===== src/rtl/tfs_pkg.sv =====
package tfs_pkg;
  localparam int unsigned DOT_W  = 9;
  localparam int unsigned ADDR_W = 14;

  localparam logic [DOT_W-1:0] LAST_DOT  = 9'd340;
  localparam logic [DOT_W-1:0] TILE_END  = 9'd256;
  localparam logic [DOT_W-1:0] PREF_BEG  = 9'd321;
  localparam logic [DOT_W-1:0] PREF_END  = 9'd336;
  localparam logic [DOT_W-1:0] DUMMY_BEG = 9'd337;

  typedef enum logic [1:0] {
    FK_NAME = 2'd0,
    FK_ATTR = 2'd1,
    FK_PLO  = 2'd2,
    FK_PHI  = 2'd3
  } fkind_t;

  typedef struct packed {
    logic   busy;     // a fetch occupies this dot
    logic   addr_ph;  // 1: address dot, 0: data dot
    fkind_t kind;
    logic   last;     // final dot of a tile group
  } slot_t;
endpackage


===== src/rtl/tfs_raster.sv =====
module tfs_raster #(
  parameter int unsigned TOTAL_LINES = 262,
  parameter int unsigned VIS_LINES   = 240
) (
  input  logic       clk,
  input  logic       rst_n,
  input  logic       render_en,
  output logic [8:0] dot,
  output logic [8:0] line,
  output logic       odd,
  output logic       fetch_line
);
  import tfs_pkg::*;

  localparam logic [8:0] PRE_LINE = 9'(TOTAL_LINES - 1);
  localparam logic [8:0] VIS_LIM  = 9'(VIS_LINES);

  logic at_end;
  logic skip_now;

  assign at_end   = (dot == LAST_DOT) && (line == PRE_LINE);
  assign skip_now = at_end && odd && render_en;

  always_ff @(posedge clk or negedge rst_n) begin
    if (!rst_n) begin
      dot  <= '0;
      line <= '0;
      odd  <= 1'b0;
    end else if (dot == LAST_DOT) begin
      if (line == PRE_LINE) begin
        line <= '0;
        odd  <= ~odd;
        dot  <= skip_now ? 9'd1 : 9'd0;
      end else begin
        line <= line + 9'd1;
        dot  <= 9'd0;
      end
    end else begin
      dot <= dot + 9'd1;
    end
  end

  assign fetch_line = (line < VIS_LIM) || (line == PRE_LINE);


  dot_range_chk: assert property (@(posedge clk) disable iff (!rst_n)
    dot <= LAST_DOT);


  line_range_chk: assert property (@(posedge clk) disable iff (!rst_n)
    line <= PRE_LINE);


  odd_skip_chk: assert property (@(posedge clk) disable iff (!rst_n)
    (at_end && odd && render_en) |=> (dot == 9'd1 && line == 9'd0));


  no_skip_chk: assert property (@(posedge clk) disable iff (!rst_n)
    (at_end && !(odd && render_en)) |=> (dot == 9'd0 && line == 9'd0));
endmodule


===== src/rtl/tfs_slot.sv =====
module tfs_slot (
  input  logic              clk,
  input  logic              rst_n,
  input  logic [8:0]        dot,
  input  logic              fetch_ok,
  output tfs_pkg::slot_t    slot
);
  import tfs_pkg::*;

  logic [8:0] dm1;
  logic [2:0] phase;
  logic       in_tiles, in_pref, in_dummy;

  assign dm1      = dot - 9'd1;
  assign phase    = dm1[2:0];
  assign in_tiles = (dot >= 9'd1) && (dot <= TILE_END);
  assign in_pref  = (dot >= PREF_BEG) && (dot <= PREF_END);
  assign in_dummy = (dot >= DUMMY_BEG) && (dot <= LAST_DOT);

  always_comb begin
    slot.busy    = fetch_ok && (in_tiles || in_pref || in_dummy);
    slot.addr_ph = ~phase[0];
    slot.kind    = in_dummy ? FK_NAME : fkind_t'(phase[2:1]);
    slot.last    = fetch_ok && (in_tiles || in_pref) && (phase == 3'd7);
  end


  idle_dot0_chk: assert property (@(posedge clk) disable iff (!rst_n)
    (dot == 9'd0) |-> !slot.busy);


  idle_hblank_chk: assert property (@(posedge clk) disable iff (!rst_n)
    (dot > TILE_END && dot < PREF_BEG) |-> !slot.busy);
endmodule


===== src/rtl/tfs_addr.sv =====
module tfs_addr (
  input  logic              clk,
  input  logic              rst_n,
  input  tfs_pkg::slot_t    slot,
  input  logic [14:0]       vaddr,
  input  logic              pat_sel,
  input  logic [7:0]        tile_idx,
  output logic [13:0]       bus_addr
);
  import tfs_pkg::*;

  logic [ADDR_W-1:0] addr_c;
  logic [ADDR_W-1:0] addr_q;

  always_comb begin
    unique case (slot.kind)
      FK_NAME: addr_c = {2'b10, vaddr[11:0]};
      FK_ATTR: addr_c = {2'b10, vaddr[11:10], 4'b1111, vaddr[9:7], vaddr[4:2]};
      FK_PLO:  addr_c = {1'b0, pat_sel, tile_idx, 1'b0, vaddr[14:12]};
      FK_PHI:  addr_c = {1'b0, pat_sel, tile_idx, 1'b1, vaddr[14:12]};
      default: addr_c = '0;
    endcase
  end

  // hold the address through the data dot, whatever vaddr does meanwhile
  always_ff @(posedge clk or negedge rst_n) begin
    if (!rst_n)                        addr_q <= '0;
    else if (slot.busy && slot.addr_ph) addr_q <= addr_c;
  end

  always_comb begin
    if (!slot.busy)       bus_addr = '0;
    else if (slot.addr_ph) bus_addr = addr_c;
    else                  bus_addr = addr_q;
  end
endmodule


===== src/rtl/tfs_tile.sv =====
module tfs_tile (
  input  logic              clk,
  input  logic              rst_n,
  input  tfs_pkg::slot_t    slot,
  input  logic [7:0]        ad_in,
  input  logic [1:0]        quad_in,
  output logic [7:0]        tile_idx,
  output logic              tile_valid,
  output logic [7:0]        tile_lo,
  output logic [7:0]        tile_hi,
  output logic [1:0]        tile_pal
);
  import tfs_pkg::*;

  logic [7:0] attr_q;
  logic [7:0] plo_q;
  logic [1:0] quad_q;
  logic [7:0] attr_sh;

  always_ff @(posedge clk or negedge rst_n) begin
    if (!rst_n) begin
      tile_idx <= '0;
      attr_q   <= '0;
      plo_q    <= '0;
      quad_q   <= '0;
    end else if (slot.busy) begin
      if (slot.addr_ph) begin
        if (slot.kind == FK_ATTR) quad_q <= quad_in;
      end else begin
        unique case (slot.kind)
          FK_NAME: tile_idx <= ad_in;
          FK_ATTR: attr_q   <= ad_in;
          FK_PLO:  plo_q    <= ad_in;
          default: ;
        endcase
      end
    end
  end

  assign attr_sh    = attr_q >> {quad_q, 1'b0};
  assign tile_valid = slot.last;
  assign tile_lo    = plo_q;
  assign tile_hi    = ad_in;
  assign tile_pal   = attr_sh[1:0];


  pulse_kind_chk: assert property (@(posedge clk) disable iff (!rst_n)
    tile_valid |-> (slot.kind == FK_PHI && !slot.addr_ph));
endmodule


===== src/rtl/tile_fetch_seq.sv =====
module tile_fetch_seq #(
  parameter int unsigned TOTAL_LINES = 262,
  parameter int unsigned VIS_LINES   = 240
) (
  input  logic        clk,
  input  logic        rst_n,
  input  logic        render_en,
  input  logic [14:0] vaddr,
  input  logic        pat_sel,
  input  logic [7:0]  ad_in,
  output logic [7:0]  ad_out,
  output logic        ad_oe,
  output logic [5:0]  ab_hi,
  output logic        ale,
  output logic        rd,
  output logic [8:0]  dot,
  output logic [8:0]  line,
  output logic        odd_frame,
  output logic        tile_valid,
  output logic [7:0]  tile_lo,
  output logic [7:0]  tile_hi,
  output logic [1:0]  tile_pal
);
  import tfs_pkg::*;

  logic           fetch_line;
  slot_t          slot;
  logic [7:0]     tile_idx;
  logic [13:0]    bus_addr;

  tfs_raster #(.TOTAL_LINES(TOTAL_LINES), .VIS_LINES(VIS_LINES)) u_raster (
    .clk(clk), .rst_n(rst_n), .render_en(render_en),
    .dot(dot), .line(line), .odd(odd_frame), .fetch_line(fetch_line)
  );

  tfs_slot u_slot (
    .clk(clk), .rst_n(rst_n), .dot(dot),
    .fetch_ok(render_en && fetch_line), .slot(slot)
  );

  tfs_addr u_addr (
    .clk(clk), .rst_n(rst_n), .slot(slot), .vaddr(vaddr),
    .pat_sel(pat_sel), .tile_idx(tile_idx), .bus_addr(bus_addr)
  );

  tfs_tile u_tile (
    .clk(clk), .rst_n(rst_n), .slot(slot), .ad_in(ad_in),
    .quad_in({vaddr[6], vaddr[1]}), .tile_idx(tile_idx),
    .tile_valid(tile_valid), .tile_lo(tile_lo), .tile_hi(tile_hi),
    .tile_pal(tile_pal)
  );

  assign ale    = slot.busy && slot.addr_ph;
  assign rd     = slot.busy && !slot.addr_ph;
  assign ad_oe  = ale;
  assign ab_hi  = bus_addr[13:8];
  assign ad_out = ale ? bus_addr[7:0] : 8'h00;


  ale_then_rd_chk: assert property (@(posedge clk) disable iff (!rst_n)
    ale |=> rd);


  hi_hold_chk: assert property (@(posedge clk) disable iff (!rst_n)
    ale |=> $stable(ab_hi));


  pins_released_chk: assert property (@(posedge clk) disable iff (!rst_n)
    rd |-> (!ad_oe && !ale));


  pulse_on_read_chk: assert property (@(posedge clk) disable iff (!rst_n)
    tile_valid |-> rd);
endmodule


===== config.mk =====
export PLATFORM = sky130hd
export DESIGN_NAME = tile_fetch_seq
export DESIGN_NICKNAME = d
export VERILOG_FILES = /design/src/rtl/tfs_pkg.sv /design/src/rtl/tfs_raster.sv /design/src/rtl/tfs_slot.sv /design/src/rtl/tfs_addr.sv /design/src/rtl/tfs_tile.sv /design/src/rtl/tile_fetch_seq.sv
export SDC_FILE = /design/constraint.sdc
export NUM_CORES = 1
export LEC_CHECK = 0
export BUFFER_PORTS_ARGS = -buffer_cell sky130_fd_sc_hd__buf_4
export CAP_MARGIN = 10
export CORE_UTILIZATION = 50
export DETAILED_ROUTE_END_ITERATION = 12
export PLACE_DENSITY = 0.86
export SYNTH_ARGS = -nofsm -noshare
export SYNTH_HDL_FRONTEND = slang
export SYNTH_SLANG_ARGS = --single-unit

===== constraint.sdc =====
create_clock -name clk -period 3.6 [get_ports clk]
set_input_delay 0.54 -clock clk [delete_from_list [all_inputs] [get_ports clk]]
set_output_delay 0.54 -clock clk [all_outputs]
set_load 0.05 [all_outputs]

**After elaboration in Yosys (flattened, before gate mapping)**

Cells that the tools add are included.

- Add/subtract/negate cells: 3
- Order comparisons: 7
- Eq/ne operators: 6
- Shift operators: 1
- Mux-type cells: 9
- Bitwise operators: 2
- Reductions and logical operators: 21

Operator list:

| cell | count |
|---|---|
| 14-bit case mux with 4 select lines | 1 |
| 14-bit two-way mux | 2 |
| 9-bit less-or-equal comparator (second input constant) | 3 |
| 9-bit two-way mux | 3 |
| 9-bit by 1-bit adder with 9-bit output (second input constant) | 2 |
| 9-bit == test (second input constant) | 2 |
| 9-bit >= comparator (second input constant) | 2 |
| 1-bit logical AND | 12 |
| 3-bit AND reduction | 4 |
| 9-bit by 1-bit >= comparator with 1-bit output (second input constant) | 1 |
| 9-bit by 8-bit < comparator with 1-bit output (second input constant) | 1 |
| 8-bit two-way mux | 1 |
| 8-bit by 3-bit right shift with 2-bit output | 1 |
| 2-bit == test (second input constant) | 2 |
| 3-bit == test (second input constant) | 1 |
| 1-bit logical OR | 3 |
| 3-bit by 1-bit subtractor with 3-bit output (second input constant) | 1 |
| 2-bit by 1-bit == test with 1-bit output (second input constant) | 1 |
| 2-bit zero test | 1 |
| 2-bit two-way mux | 1 |
| 1-bit NOT | 2 |
| 2-bit AND reduction | 1 |
| 1-bit two-way mux | 1 |

- Register bits: 59
- Bits of input ports: 27
- Output and inout bits: 55
- Word-level logic and storage cells: 57

**Depth between registers and ports, before layout**

Gate-level depths: netlist of run 1.

- Word-level depth: 8
- Gate-level depth with buffers: 11
- Gate-level depth less buffers: 9

**Hierarchy**

Synthesis of run 1 repeated with hierarchy kept, for this count alone.

- Cell total of the unflattened synthesis: 315
- Area, all modules: 3370.7 um2

By module, submodules not included:

| module | times used | cells an instance | area each (um2) | sequential area each (um2) |
|---|---|---|---|---|
| tfs_tile | 1 | 69 | 1123.6 | 650.6 |
| tfs_raster | 1 | 96 | 1009.7 | 475.5 |
| tfs_addr | 1 | 108 | 933.4 | 350.3 |
| tfs_slot | 1 | 30 | 226.5 | 0.0 |
| tile_fetch_seq | 1 | 12 | 77.6 | 0.0 |

**Worst setup path after synthesis of run 1**

OpenSTA, ideal clock, no wires.

- Path type: reg-to-output
- Start point: register u_raster.dot[0]
- End point: output port ab_hi[4]
- Arrival time: 3.366 ns
- Data required time: 3.060 ns
- Setup slack: -0.306 ns
- Stages on the path, launching flop included: 8
- Buffers on the path: 0
- Path through: dfrtp_1 -> ha_1 -> or4b_2 -> o31a_1 -> o32ai_4 -> nor2_1 -> nor2_1 -> a2bb2o_1

- Cells in the longest elaborated chain, start to end: 7
- Elaborated cells between the ends (all ways): 21
- Those cells by class: add/sub (1); order compare (6); eq/ne (3); mux (4); reduce/logical (7)

Ends and longest elaborated chain:

| what | line | RTL |
|---|---|---|
| start, declared | tfs_raster.sv:8 | `output logic [8:0] dot,` |
| start signal, assigned | tfs_raster.sv:33 | `dot <= skip_now ? 9'd1 : 9'd0;` |
| start signal, assigned | tfs_raster.sv:39 | `dot <= dot + 9'd1;` |
| 9-bit >= comparator / 9-bit less-or-equal comparator (equally long branches) | tfs_slot.sv:18 | `assign in_dummy = (dot >= DUMMY_BEG) && (dot <= LAST_DOT);` |
| 1-bit logical AND | tfs_slot.sv:18 |  |
| 2-bit two-way mux | tfs_slot.sv:23 | `slot.kind = in_dummy ? FK_NAME : fkind_t'(phase[2:1]);` |
| 2-bit == test, or another cell as far along | tfs_addr.sv:16 | `unique case (slot.kind)` |
| 14-bit case mux with 4 select lines | tfs_addr.sv:16 |  |
| 14-bit two-way mux | tfs_addr.sv:33 | `else if (slot.addr_ph) bus_addr = addr_c;` |
| 14-bit two-way mux (*) | tfs_addr.sv:32 | `if (!slot.busy) bus_addr = '0;` |
| end, declared | tile_fetch_seq.sv:13 | `output logic [5:0] ab_hi,` |

Every way passes the cells marked *; elsewhere a longest branch is shown, timed or not.

**Worst setup path in the final report of run 1**

- Start point: register u_raster.dot[2]
- End point: output port ab_hi[4]

The elaborated chain is that of the path after synthesis.

==> reports/metrics.cfg, run 1 <==
[status]
run_status = finished, final reports clean

[pwr]
powerDensity_nw_per_um2 = 328.6
p_leak_nw = 1.649
peakVddDrop_uv = 190.9

[clock_tree]
cts.sinks = 51
clk_latency_ns = 0.29
postCtsHoldBufs = 0
cts_htree_levels = 2
cts_buffer_depth = 2
cts_tree = built
path_clk_slew_ns = 0.09
root_buffer = clkbuf_8
cts_buffers = 5

[grt]
antenna_found_initial = 0
grt_max_degree = 52
overflow = 0
grt_usage_pct = 22.93
grt_pass1_wl_um = 10840
grt_pass1_vias = 2191

[timing]
final-max-slew-violation-count = 0
fin_skew_ns = 0.004073
tightestPinTransition_ns = 0.7136
period_needed_ns = 3.479
finalSetupViolCount = 0
rsz0062_at_grt = yes
worst_hold_slack_ns = 0.2637
timing.fmax_mhz = 287.5
period_share_pct = 96.63
hold_violations = 0
slew_headroom_pct = 52.11

[setup_path]
reg2reg_from = u_raster.dot[2]$_DFF_PN0_
cpMaxStageDelayCell = or4_4
endpoint_kind = output pin
cp-startpoint = u_raster.dot[2]$_DFF_PN0_
cp_cell_sequence = or4_4, o2111ai_1, nor2_2, o211ai_2, buf_4, a2bb2o_1, buf_4
path_max_fanout = 13
cp.required_ns = 3.06
cpMostUsedCell = buf_4
worst-path-buf-inv = 2
cp.arrival_ns = 2.94
max_stage_delay_ns = 0.57
reg2reg_depth = 6
crit_type = register to output pin
crit_family = compound AO/OA/AOI/OAI gates
start_kind = register
worstSetupPathDepth = 7

[placed_design]
dpl.cell_count = 385
io_buffer_count = 81
place_hpwl_um = 4846
gp_congestion = 0.8258

[routing]
drt_wl_total_um = 6511
drt_pass1_iterations = 4
via_per_inst = 5.697
antenna_left = 0
drt_iter0_drc = 119
num_vias = 2239
post_drt_wl_per_cell_um = 16.57
drc_errors = 0

[synth]
syn-cell-area_um2 = 2858
yosysSeqAreaShare_pct = 44.66
async_flop_share_pct = 100.0
avgSynthCellArea_um2 = 11.43
synth-main-ff-cell = dfrtp_1
synthTopCellsByArea = dfrtp_1, mux2_1, mux2_4
synth_edf_count = 0
synthesis.nets = 283
synth.distinct_cells = 58
yosysTopAreaCellShare_pct = 44.66
syn-instance-count = 250
yosysTopAreaCell = dfrtp_1
yosys_register_bits = 51
ys_warn_count = 0

[floorplan]
initial_core_util_pct = 51.90
fp.coreArea_um2 = 5507
die_area_um2 = 6022
num_rows = 27
die_x_um = 77.60
die_h_um = 77.60
io_pins = 82

[cells_and_area]
fin_cells = 393
fillers = 451
syn2layout_area_growth_pct = 23.99
final_nets = 353
drive_above_1_share_pct = 40.50
antenna_cells = 0

[min_path]
min_path_type = input port to async pin

[flow_run]
cap_violations = 0

==> path summary, 6_finish.rpt <==
path	slack [ns]	endpoint
worst max-delay path	0.12	ab_hi[4]
worst min-delay path	0.26	u_addr.addr_q[8]$_DFFE_PN0P_
worst max register to register	0.73	u_tile.attr_q[7]$_DFFE_PN0P_
worst min register to register	0.49	u_addr.addr_q[11]$_DFFE_PN0P_
max in group asynchronous	2.92	u_tile.tile_lo[4]$_DFFE_PN0P_
min in group clk	0.49	u_addr.addr_q[11]$_DFFE_PN0P_
==> sequential cells by signal, summed over array words and instances, names as in the netlist <==
name / cells
u_addr.addr_q: 6
u_raster.dot: 9
u_tile.tile_lo: 8
u_tile.quad_q: 2
u_raster.odd: 1
u_tile.attr_q: 8
u_tile.tile_idx: 8
u_raster.line: 9
==> report_power, final <==
group / total (mW) / internal, mW / switching [mW]
Clock: 0.316 / 0.137 / 0.179
Combinational: 0.219 / 0.0869 / 0.132
Sequential: 0.630 / 0.607 / 0.0221
==> metal layers <==
metal / track usage [%] / routed length [µm]
met5: 0 / 0
met1: 30.31 / 2882
met4: 8.113 / 113
met2: 38.41 / 3314
met3: 3.176 / 200
==> cell usage in the layout (no fill, tap or decap), drive strengths merged, types with 6 or more instances in the layout <==
cell type / count
o221a: 9
dfrtp: 51
a21o: 8
nand2: 7
xnor2: 6
mux2: 26
nand3: 10
ha: 6
nor2: 17
nand2b: 9
o21ai: 15
buf: 84
clkbuf: 7
and3: 6
==> kinds of logic after synthesis <==
| kind of cell | after synthesis | share of synthesized area (%) |
|---|---|---|
| buf+inv | 26 | 5.166 |
| simple gates | 67 | 13.88 |
| fa+ha+maj | 6 | 2.627 |
| mux | 30 | 13.57 |
| flops | 51 | 44.66 |
| xor+xnor | 10 | 3.065 |
| compound gates | 60 | 17.03 |
==> cell usage after synthesis (2+ instances only) <==
| cell type | count |
|---|---|
| a21o_1 | 8 |
| o221a_2 | 9 |
| mux2i_1 | 2 |
| a31oi_1 | 2 |
| nor3_1 | 2 |
| nor2_1 | 17 |
| o22a_1 | 5 |
| inv_1 | 4 |
| nand2_1 | 7 |
| clkbuf_1 | 6 |
| o31ai_1 | 5 |
| buf_4 | 10 |
| mux2_1 | 13 |
| nand2b_1 | 9 |
| buf_2 | 4 |
| xnor2_1 | 6 |
| nor2b_1 | 2 |
| ha_1 | 6 |
| mux4_2 | 2 |
| o31a_1 | 2 |
| o21ai_0 | 14 |
| o211ai_2 | 2 |
| mux2_2 | 5 |
| mux2_4 | 8 |
| and3_1 | 5 |
| dfrtp_1 | 51 |
| xor2_1 | 4 |
| nand3_1 | 9 |
| o22ai_1 | 2 |
==> cell type report <==
type | instances | area, µm² | area share [%]
clock buffer | 7 | 76.32 | 2.154
clock inverter | 1 | 5.005 | 0.1412
inverter | 5 | 21.27 | 0.6003
multi-input combinational | 173 | 1444 | 40.75
sequential | 51 | 1276 | 36.02
tap | 72 | 90.09 | 2.542
timing repair buffer | 84 | 630.6 | 17.80
==> through the flow <==
step           instance area (µm²)  setup slack (ns)    TNS [ns]  power, mW  util, %
2_1_floorplan                 2865        -0.0007805  -0.0007805     0.7775        -
3_3_place_gp                  3457            0.5645           0     0.8554    62.78
3_5_place_dp                  3457            0.4741           0     0.8613    62.78
4_1_cts                       3538            0.1177           0      1.176    64.26
5_1_grt                       3543          -0.03237    -0.06168      1.216    64.35
6_report                      3543            0.1214           0      1.164    64.35
==> what timing repair did <==
action / 4_1_cts / 5_1_grt
buffers inserted: 0 / 0
endpoints found under the hold margin: 0 / 0
gates resized for setup: 0 / 2
endpoints found under the setup margin: 0 / 13
Power figures use the tool's default switching activity.
==> run 2, diff against run 1 <==
- CORE_ASPECT_RATIO: unset -> 1.1
==> run 2 against run 1 <==
Clock skew rose by 0.0084 ns. Global-route usage fell by 0.44 points. Power rose by 13%. Worst hold slack got worse by 0.0055 ns. Routed wire length fell by 0.55%. First-iteration DRC count rose by 42%. Flip-flop and latch count did not move. Core utilization rose by 1.9 points. Sequential share of layout area fell by 0.53 points.
==> reports/metrics.cfg, run 2 (same netlist as run 1, synthesis figures left out) <==
[grt]
grt_pass1_vias = 2093
met2_usage_pct = 36.55
antenna_found_initial = 0
use_met1_pct = 31.38
grt-busiest-layer = met2
met3_usage_pct = 2.109
grt_pass1_wl_um = 10400
grt_usage_pct = 22.49
overflow = 0
grt_max_degree = 52

[timing]
period_needed_ns = 3.426
rsz0062_at_grt = no
final-max-slew-violation-count = 0
finalSetupViolCount = 0
slew_headroom_pct = 56.24
period_share_pct = 95.16
hold_violations = 0
setup_ws_ns = 0.1741
worst_hold_slack_ns = 0.2582
tightestPinTransition_ns = 0.6520
timing.fmax_mhz = 291.9
fin_skew_ns = 0.01250
tns_ns = 0

[clock_tree]
cts.sinks = 51
path_clk_slew_ns = 0.10
cts_buffer_depth = 2
cts_tree = built
cts_setup_buffers = 0
cts_htree_levels = 2
cts_buffers = 5
clk_latency_ns = 0.31
root_buffer = clkbuf_8
postCtsHoldBufs = 0

[pwr]
clkPwrFrac_pct = 35.6
intPower_mw = 0.9724
powerDensity_nw_per_um2 = 366.7
p_seq_share_pct = 47.8
p_sw_mw = 0.3461
peakVddDrop_uv = 303.2
pwr-share-comb_pct = 16.6
sw_frac_of_total_pct = 26.25
p_leak_nw = 1.673

[setup_path]
worstSetupPathDepth = 7
r2r-end = u_tile.attr_q[5]$_DFFE_PN0P_
cpMaxStageDelayCell = or4_4
cp.required_ns = 3.06
endpoint_kind = output pin
start_kind = register
cp.arrival_ns = 2.89
crit_end = ab_hi[4]
worst-path-buf-inv = 2
reg2reg_from = u_raster.dot[2]$_DFF_PN0_
path_max_fanout = 13
max_stage_delay_ns = 0.57
cp-startpoint = u_raster.dot[2]$_DFF_PN0_
rrSetupSlack_ns = 0.78
cp_cell_sequence = or4_4, nor4_1, o32ai_4, o211ai_2, buf_4, a2bb2o_1, buf_4
reg2reg_depth = 6
cpMostUsedCell = buf_4
crit_type = register to output pin
crit_family = simple AND/OR/NAND/NOR gates

[floorplan]
die_x_um = 74.08
io_pins = 82
num_rows = 28
initial_core_util_pct = 52.63
fp.coreArea_um2 = 5430
die_h_um = 81.29
die_area_um2 = 6022

[placed_design]
pre_cts_slack_ns = 0.4850
place_hpwl_um = 4923
io_buffer_count = 81
placed_cell_area_um2 = 3461
gp_congestion = 0.8738

[routing]
drt_iter0_drc = 169
drt_wl_total_um = 6475
via_per_inst = 5.649
drc_errors = 0
drt_pass1_iterations = 4
antenna_left = 0
post_drt_wl_per_cell_um = 16.35
num_vias = 2237

[cells_and_area]
final_common_cell = buf_4
final_nets = 353
final_cell_mix = buf_4, dfrtp_1, nor2_1
drive_above_1_share_pct = 40.81
antenna_cells = 0
syn2layout_area_growth_pct = 25.83
fillers = 444
top_regs = u_raster.dot x9, u_raster.line x9
final_area_um2 = 3596

[status]
run_status = finished, final reports clean

[min_path]
min_path_type = input port to async pin

[flow_run]
cap_violations = 0

## run 2: changes by cell type in the layout (fill, tap and decap cells not counted)
cell	before	now
bufinv_16	0	2
clkbuf_1	2	1
clkinv_2	1	0
inv_2	0	1
inv_4	1	0
## run 2: worst min path at each step
stage	startpoint	end	slack [ns]	cells past startpoint
floorplan	rst_n	u_addr.addr_q[10]$_DFFE_PN0P_	0.24	0
global placement	u_addr.addr_q[11]$_DFFE_PN0P_	u_addr.addr_q[11]$_DFFE_PN0P_	0.46	1
detailed placement	u_addr.addr_q[9]$_DFFE_PN0P_	u_addr.addr_q[9]$_DFFE_PN0P_	0.47	1
CTS	rst_n	u_tile.tile_idx[1]$_DFFE_PN0P_	0.28	1
global route	rst_n	u_addr.addr_q[10]$_DFFE_PN0P_	0.30	1
finish	rst_n	u_addr.addr_q[12]$_DFFE_PN0P_	0.26	1
## run 2: metrics by stage
step	utilization (%)	power, mW	cells
after global placement	63.73	0.8548	388
after global routing	66.22	1.357	396
final	66.22	1.319	396
after detailed placement	63.73	0.8623	388
after CTS	66.18	1.327	396
after floorplan	-	0.7775	250
## run 2: what timing repair did
action	in CTS	in global routing
endpoints found under the hold margin	0	0
gates resized for setup	0	1
endpoints found under the setup margin	0	6
## run 2: worst register-to-register path, stage by stage, from the launching register on
cell	delay, ns
dfrtp_1	0.54
or4_4	0.57
o2111ai_1	0.33
nor2_2	0.17
or2_2	0.36
nand2b_1	0.35
mux2_1	0.40
## run 2: cell type report
class	instances	area (µm²)	share of cell area (%)
inverter	5	18.77	0.5219
multi-input combinational	173	1444	40.15
timing repair buffer	84	630.6	17.54
sequential	51	1276	35.49
clock inverter	2	60.06	1.670
clock buffer	6	72.57	2.018
tap	75	93.84	2.610
## run 2: power groups by stage
stage,sequential [mW],clock (mW),combinational (mW)
2_1_floorplan,0.666,0,0.112
3_3_place_gp,0.638,0,0.217
3_5_place_dp,0.641,0,0.221
4_1_cts,0.630,0.475,0.222
5_1_grt,0.634,0.492,0.231
6_report,0.630,0.469,0.219
## run 2: per-layer routing
metal	vias to the layer above	wire, µm
met4	0	104
li1	1064	-
met1	1098	2914
met3	12	187
met5	-	0
met2	63	3268
